==> src/rtl/wdog_pkg.sv <==
package wdog_pkg;
    localparam int DATA_W   = 8;
    localparam int MULT_W   = 5;
    localparam int RES_W    = 2;
    localparam int SEL_W    = 2;
    localparam int STEER_B  = 7;
    localparam int FLAG_B   = 7;
    localparam int DAYCLR_B = 6;
    localparam int MAX_SH   = 2 * ((1 << RES_W) - 1);
    localparam int CNT_W    = MULT_W + MAX_SH;

    localparam logic [SEL_W-1:0] SEL_CTRL  = 2'd0;
    localparam logic [SEL_W-1:0] SEL_FLAGS = 2'd1;
    localparam logic [SEL_W-1:0] SEL_DAY   = 2'd2;

    typedef enum logic [1:0] {
        WD_IDLE  = 2'd0,
        WD_ARMED = 2'd1,
        WD_FIRE  = 2'd2
    } wd_state_e;

    function automatic logic [CNT_W-1:0] wd_span(input logic [DATA_W-1:0] v);
        logic [CNT_W-1:0] m;
        m = CNT_W'(v[RES_W +: MULT_W]);
        return m << (2 * v[RES_W-1:0]);
    endfunction
endpackage

==> src/rtl/wdog_span_ctr.sv <==
module wdog_span_ctr
    import wdog_pkg::*;
(
    input  logic             clk,
    input  logic             rst_n,
    input  logic             load,
    input  logic [CNT_W-1:0] load_val,
    input  logic             tick,
    input  logic             run,
    output logic             expire
);
    logic [CNT_W-1:0] cnt_q;

    always_ff @(posedge clk) begin
        if (!rst_n) begin
            cnt_q <= '0;
        end else if (load) begin
            cnt_q <= load_val;
        end else if (run && tick && cnt_q != '0) begin
            cnt_q <= cnt_q - 1'b1;
        end
    end

    assign expire = run && tick && !load && (cnt_q == CNT_W'(1));
endmodule

==> src/rtl/wdog_fsm.sv <==
module wdog_fsm
    import wdog_pkg::*;
(
    input  logic clk,
    input  logic rst_n,
    input  logic restart,
    input  logic span_nz,
    input  logic expire,
    input  logic steer,
    output logic run,
    output logic fire,
    output logic rst_req,
    output logic irq
);
    wd_state_e state_q, state_d;

    always_comb begin
        state_d = state_q;
        if (restart) begin
            state_d = span_nz ? WD_ARMED : WD_IDLE;
        end else begin
            unique case (state_q)
                WD_IDLE:  state_d = WD_IDLE;
                WD_ARMED: state_d = expire ? WD_FIRE : WD_ARMED;
                WD_FIRE:  state_d = WD_IDLE;
                default:  state_d = WD_IDLE;
            endcase
        end
    end

    always_ff @(posedge clk) begin
        if (!rst_n) state_q <= WD_IDLE;
        else        state_q <= state_d;
    end

    always_comb begin
        run     = (state_q == WD_ARMED);
        fire    = (state_q == WD_FIRE);
        rst_req = fire && steer;
        irq     = fire && !steer;
    end
endmodule

==> src/rtl/wdog_regs.sv <==
module wdog_regs
    import wdog_pkg::*;
(
    input  logic              clk,
    input  logic              rst_n,
    input  logic              wr,
    input  logic              rd,
    input  logic [SEL_W-1:0]  sel,
    input  logic [DATA_W-1:0] wdata,
    input  logic              fire,
    output logic [DATA_W-1:0] rdata,
    output logic [DATA_W-1:0] ctrl_q,
    output logic              flag_q,
    output logic              day_q,
    output logic              restart,
    output logic [DATA_W-1:0] new_val
);
    logic hit_ctrl, steer_fire;

    assign hit_ctrl   = (sel == SEL_CTRL);
    assign restart    = (wr || rd) && hit_ctrl;
    assign new_val    = wr ? wdata : ctrl_q;
    assign steer_fire = fire && ctrl_q[STEER_B];

    always_ff @(posedge clk) begin
        if (!rst_n) begin
            ctrl_q <= '0;
            flag_q <= 1'b0;
            day_q  <= 1'b0;
        end else begin
            if (wr && hit_ctrl)  ctrl_q <= wdata;
            else if (steer_fire) ctrl_q <= '0;

            if (restart)   flag_q <= 1'b0;
            else if (fire) flag_q <= 1'b1;

            if (wr && sel == SEL_DAY) day_q <= wdata[DAYCLR_B];
            else if (steer_fire)      day_q <= 1'b0;
        end
    end

    always_comb begin
        rdata = '0;
        unique case (sel)
            SEL_CTRL:  rdata = ctrl_q;
            SEL_FLAGS: rdata[FLAG_B] = flag_q;
            SEL_DAY:   rdata[DAYCLR_B] = day_q;
            default:   rdata = '0;
        endcase
    end
endmodule

==> src/rtl/wdog_steer.sv <==
module wdog_steer
    import wdog_pkg::*;
(
    input  logic              clk,
    input  logic              rst_n,
    input  logic              tick_16,
    input  logic              reg_wr,
    input  logic              reg_rd,
    input  logic [SEL_W-1:0]  reg_sel,
    input  logic [DATA_W-1:0] reg_wdata,
    output logic [DATA_W-1:0] reg_rdata,
    output logic              wd_reset_req,
    output logic              wd_irq
);
    logic [DATA_W-1:0] ctrl_q, new_val;
    logic              flag_q, day_q, restart;
    logic              run, fire, expire;
    logic [CNT_W-1:0]  span;

    assign span = wd_span(new_val);

    wdog_regs u_regs (
        .clk(clk), .rst_n(rst_n), .wr(reg_wr), .rd(reg_rd), .sel(reg_sel),
        .wdata(reg_wdata), .fire(fire), .rdata(reg_rdata), .ctrl_q(ctrl_q),
        .flag_q(flag_q), .day_q(day_q), .restart(restart), .new_val(new_val)
    );

    wdog_span_ctr u_ctr (
        .clk(clk), .rst_n(rst_n), .load(restart), .load_val(span),
        .tick(tick_16), .run(run), .expire(expire)
    );

    wdog_fsm u_fsm (
        .clk(clk), .rst_n(rst_n), .restart(restart), .span_nz(span != '0),
        .expire(expire), .steer(ctrl_q[STEER_B]), .run(run), .fire(fire),
        .rst_req(wd_reset_req), .irq(wd_irq)
    );
endmodule

==> config.mk <==
export PLATFORM = sky130hd
export DESIGN_NAME = wdog_steer
export DESIGN_NICKNAME = d
export VERILOG_FILES = /design/src/rtl/wdog_pkg.sv /design/src/rtl/wdog_span_ctr.sv /design/src/rtl/wdog_fsm.sv /design/src/rtl/wdog_regs.sv /design/src/rtl/wdog_steer.sv
export SDC_FILE = /design/constraint.sdc
export NUM_CORES = 1
export LEC_CHECK = 0
export CORE_ASPECT_RATIO = 0.6
export CORE_UTILIZATION = 50
export DETAILED_ROUTE_END_ITERATION = 12
export DONT_BUFFER_PORTS = 1
export GPL_ROUTABILITY_DRIVEN = 0
export SLEW_MARGIN = 20
export SYNTH_ARGS = -nofsm -noshare
export SYNTH_HDL_FRONTEND = slang
export SYNTH_SLANG_ARGS = --single-unit
==> constraint.sdc <==
create_clock -name clk -period 2 [get_ports clk]
set_clock_uncertainty 0.15 [all_clocks]
set_input_delay 0.1 -clock clk [delete_from_list [all_inputs] [get_ports clk]]
set_output_delay 0.1 -clock clk [all_outputs]
set_load 0.05 [all_outputs]
==> impl_metrics.yaml <==
critical_path:
  worst-path-max-fanout: 5
  crit_type: "reg2reg"
  end_kind: "flop"
  max_stage_delay_ps: 500
  crit_family: "simple AND/OR/NAND/NOR gates"
  cp_num_buf_inv: 0
  crit_required_ps: 2010
  reg2regPathDepth: 4
  rrSetupSlack_ps: 50
  startpoint: "u_ctr.cnt_q[3]"
  arrival_ps: 1960
  r2r_end: "u_ctr.cnt_q[5]"
  crit_path_cell_trace: "or2_4, or4_4, o31a_1, o311a_1"
  slowest_stage: "or4_4"
  start_kind: "flop"
  regToRegStartpoint: "u_ctr.cnt_q[3]"
drt:
  via_per_inst: 6.51
  via_count: 1563
  wire_per_inst_microns: 17.2
  drc: 0
  drtPass1Iterations: 5
  drt_iter0_drc: 163
  routed_wirelength_microns: 4130
  antenna_left: 0
final_layout:
  synthToLayoutAreaGrowth_pct: 21.4
  drive_above_1_share_pct: 19.0
  nNetsFinal: 218
  antennaDiodeCount: 0
  fillCellCount: 214
  fin_cells: 240
timing:
  rsz0062_at_grt: "false"
  hold_violations: 0
  tightest_slew_ps: 629
  fin_ws_ps: 50.4
  finalSetupTns_ps: 0
  timing.fmax_ghz: 0.513
  setup_viol: 0
  slew_headroom_pct: 57.9
  drv_slew: 0
  period_share_pct: 97.5
  fin_crit_ps: 1950
placed_design:
  portBuffers: 0
  place_ws_ps: 75.3
  hpwl_microns: 3020
  placed_cells: 226
clocking:
  cts_buffers: 3
  cts_tree: "yes"
  path_clk_slew_ps: 90
  numClockSinks: 23
  root_buffer: "clkbuf_8"
  post-cts-setup-buffers: 0
  htreeDepth: 1
  worstSkewPairLatency_ps: 270
  clk_path_buf_depth: 2
die:
  fp.coreArea_sq_mm: 0.00266
  dieHeight_microns: 44.4
  io_pins: 25
  start_util_pct: 56.2
  die-area_sq_mm: 0.00322
  fp-row-count: 14
  die_x_microns: 72.6
global_route:
  grt_pass1_wl_microns: 6620
  grt_overflow: 0
  track_usage_pct: 27.6
  grt_pass1_vias: 1386
  grt_max_degree: 17
  antenna_found_initial: 0
status:
  status: "finished, final reports clean"
synth:
  yosysMostFrequentCell: "dfxtp_1"
  syn_inst: 173
  synth_top_cell_area_share_pct: 30.8
  synth-seq-cells: 23
  ys_types: 49
  yosysWarnings: 0
  synth_ff_type: "dfxtp_1"
  ys_top_cells_by_count: "23 x dfxtp_1, 19 x nor2_1, 8 x a22oi_1, 8 x mux2i_1, 8 x nand2_1"
  avgSynthCellArea_sq_um: 8.65
  ys_async_sr_fraction_pct: 0
  synth_edf_count: 0
  syn-cell-area_sq_mm: 0.00150
  synth_top_area_cell: "dfxtp_1"
  yosysSeqAreaShare_pct: 30.8
  syn_nets: 190
  synth_area_leaders: "dfxtp_1 31%, mux2i_1 5.4%, nor2_1 4.8%"
power_and_ir_drop:
  p_leak_nw: 0.683
  irDropWorstVdd_mv: 0.422
  power.density_mw_per_mm2: 608
worst_hold_path:
  hold_path_startpoint: "reg_sel[1]"
  min_path_cells: 3
  min_to: "u_regs.day_q"
  hold_class: "in2reg"
job:
  drv_cap: 0
==> routing by layer <==
layer,global-route usage (%),part of all wire (%),vias to the layer above,wire [microns]
met2,40.9,40,96,1670
met4,5.88,0.65,0,27
met3,5.92,10,6,419
li1,-,-,723,-
met5,0,0,-,0
met1,41.1,49,738,2010
==> cell type report <==
cell class	count	area, sq um	share of cell area [%]
clock buffer	4	45.0	2.48
inverter	5	18.8	1.03
multi-input combinational	137	985	54.2
sequential	23	460	25.3
tap	40	50.0	2.75
timing repair buffer	31	258	14.2
==> worst max-delay path by stage <==
stage	to	slack, ps	cells past startpoint
6_report	u_ctr.cnt_q[5]	50	4
5_1_grt	u_ctr.cnt_q[5]	30	4
4_1_cts	u_ctr.cnt_q[5]	60	4
3_5_place_dp	u_ctr.cnt_q[5]	80	4
3_3_place_gp	u_fsm.state_q[0]	100	5
2_1_floorplan	u_ctr.cnt_q[5]	120	4
==> timing repair <==
action / 4_1_cts / 5_1_grt
resized for setup: 0 / 3
hold endpoints to repair: 20 / 0
hold buffers: 10 / 0
setup endpoints to repair: 0 / 3
==> worst reg2reg max path: stages (launching register included) <==
cell,delay (ps)
dfxtp_1,350
or2_4,260
or4_4,500
o31a_1,290
o311a_1,290
==> through the flow <==
step                total power [W]  instance area [sq um]  hold WS, ps  utilization, %
floorplan                  0.000703                   1500         90.7               -
global placement           0.000778                   1660         83.1            62.3
detailed placement         0.000786                   1660         88.4            62.3
CTS                         0.00110                   1800         15.5            67.7
global route                0.00115                   1820         35.5            68.2
finish                      0.00110                   1820         28.4            68.2
==> logic make-up (layout without fill, tap and decap cells) <==
group                    after synthesis  in the layout  synth area share (%)
AO/OA/AOI/OAI                         49             49                  24.4
XOR/XNOR                               3              3                  1.76
adder cells (fa/ha/maj)                2              2                  1.67
buffers and inverters                 13             40                  4.35
flip-flops                            23             23                  30.8
multiplexers                          14             14                  10.0
AND/OR/NAND/NOR                       69             69                  27.0
==> registers in the layout (all words and copies together), names as in the netlist <==
signal,cells
u_regs.flag_q,1
u_fsm.state_q,2
u_ctr.cnt_q,11
u_regs.day_q,1
u_regs.ctrl_q,8
==> cells in the final DEF (no fill, tap or decap), drive strengths merged, types with 3 or more instances in the layout <==
cell / count
a211oi: 3
xnor2: 3
nor2b: 3
o311a: 3
and3b: 3
a21oi: 5
buf: 21
o21ai: 7
dlygate4sd3: 10
nand3: 4
a31oi: 4
dfxtp: 23
nor3b: 6
or4: 4
nor3: 3
mux2: 5
nor2: 19
inv: 5
a22oi: 8
mux2i: 9
clkbuf: 4
and2: 6
nor4: 6
nand2: 8
==> power by group <==
part / leakage (nW) / internal [W] / switching [W]
clock network: 0.0228 / 0.000142 / 0.000154
logic: 0.473 / 0.000143 / 0.000165
registers: 0.187 / 0.000480 / 0.0000213
total: 0.683 / 0.000765 / 0.000340
No activity file was read; power rests on OpenSTA's default activity.
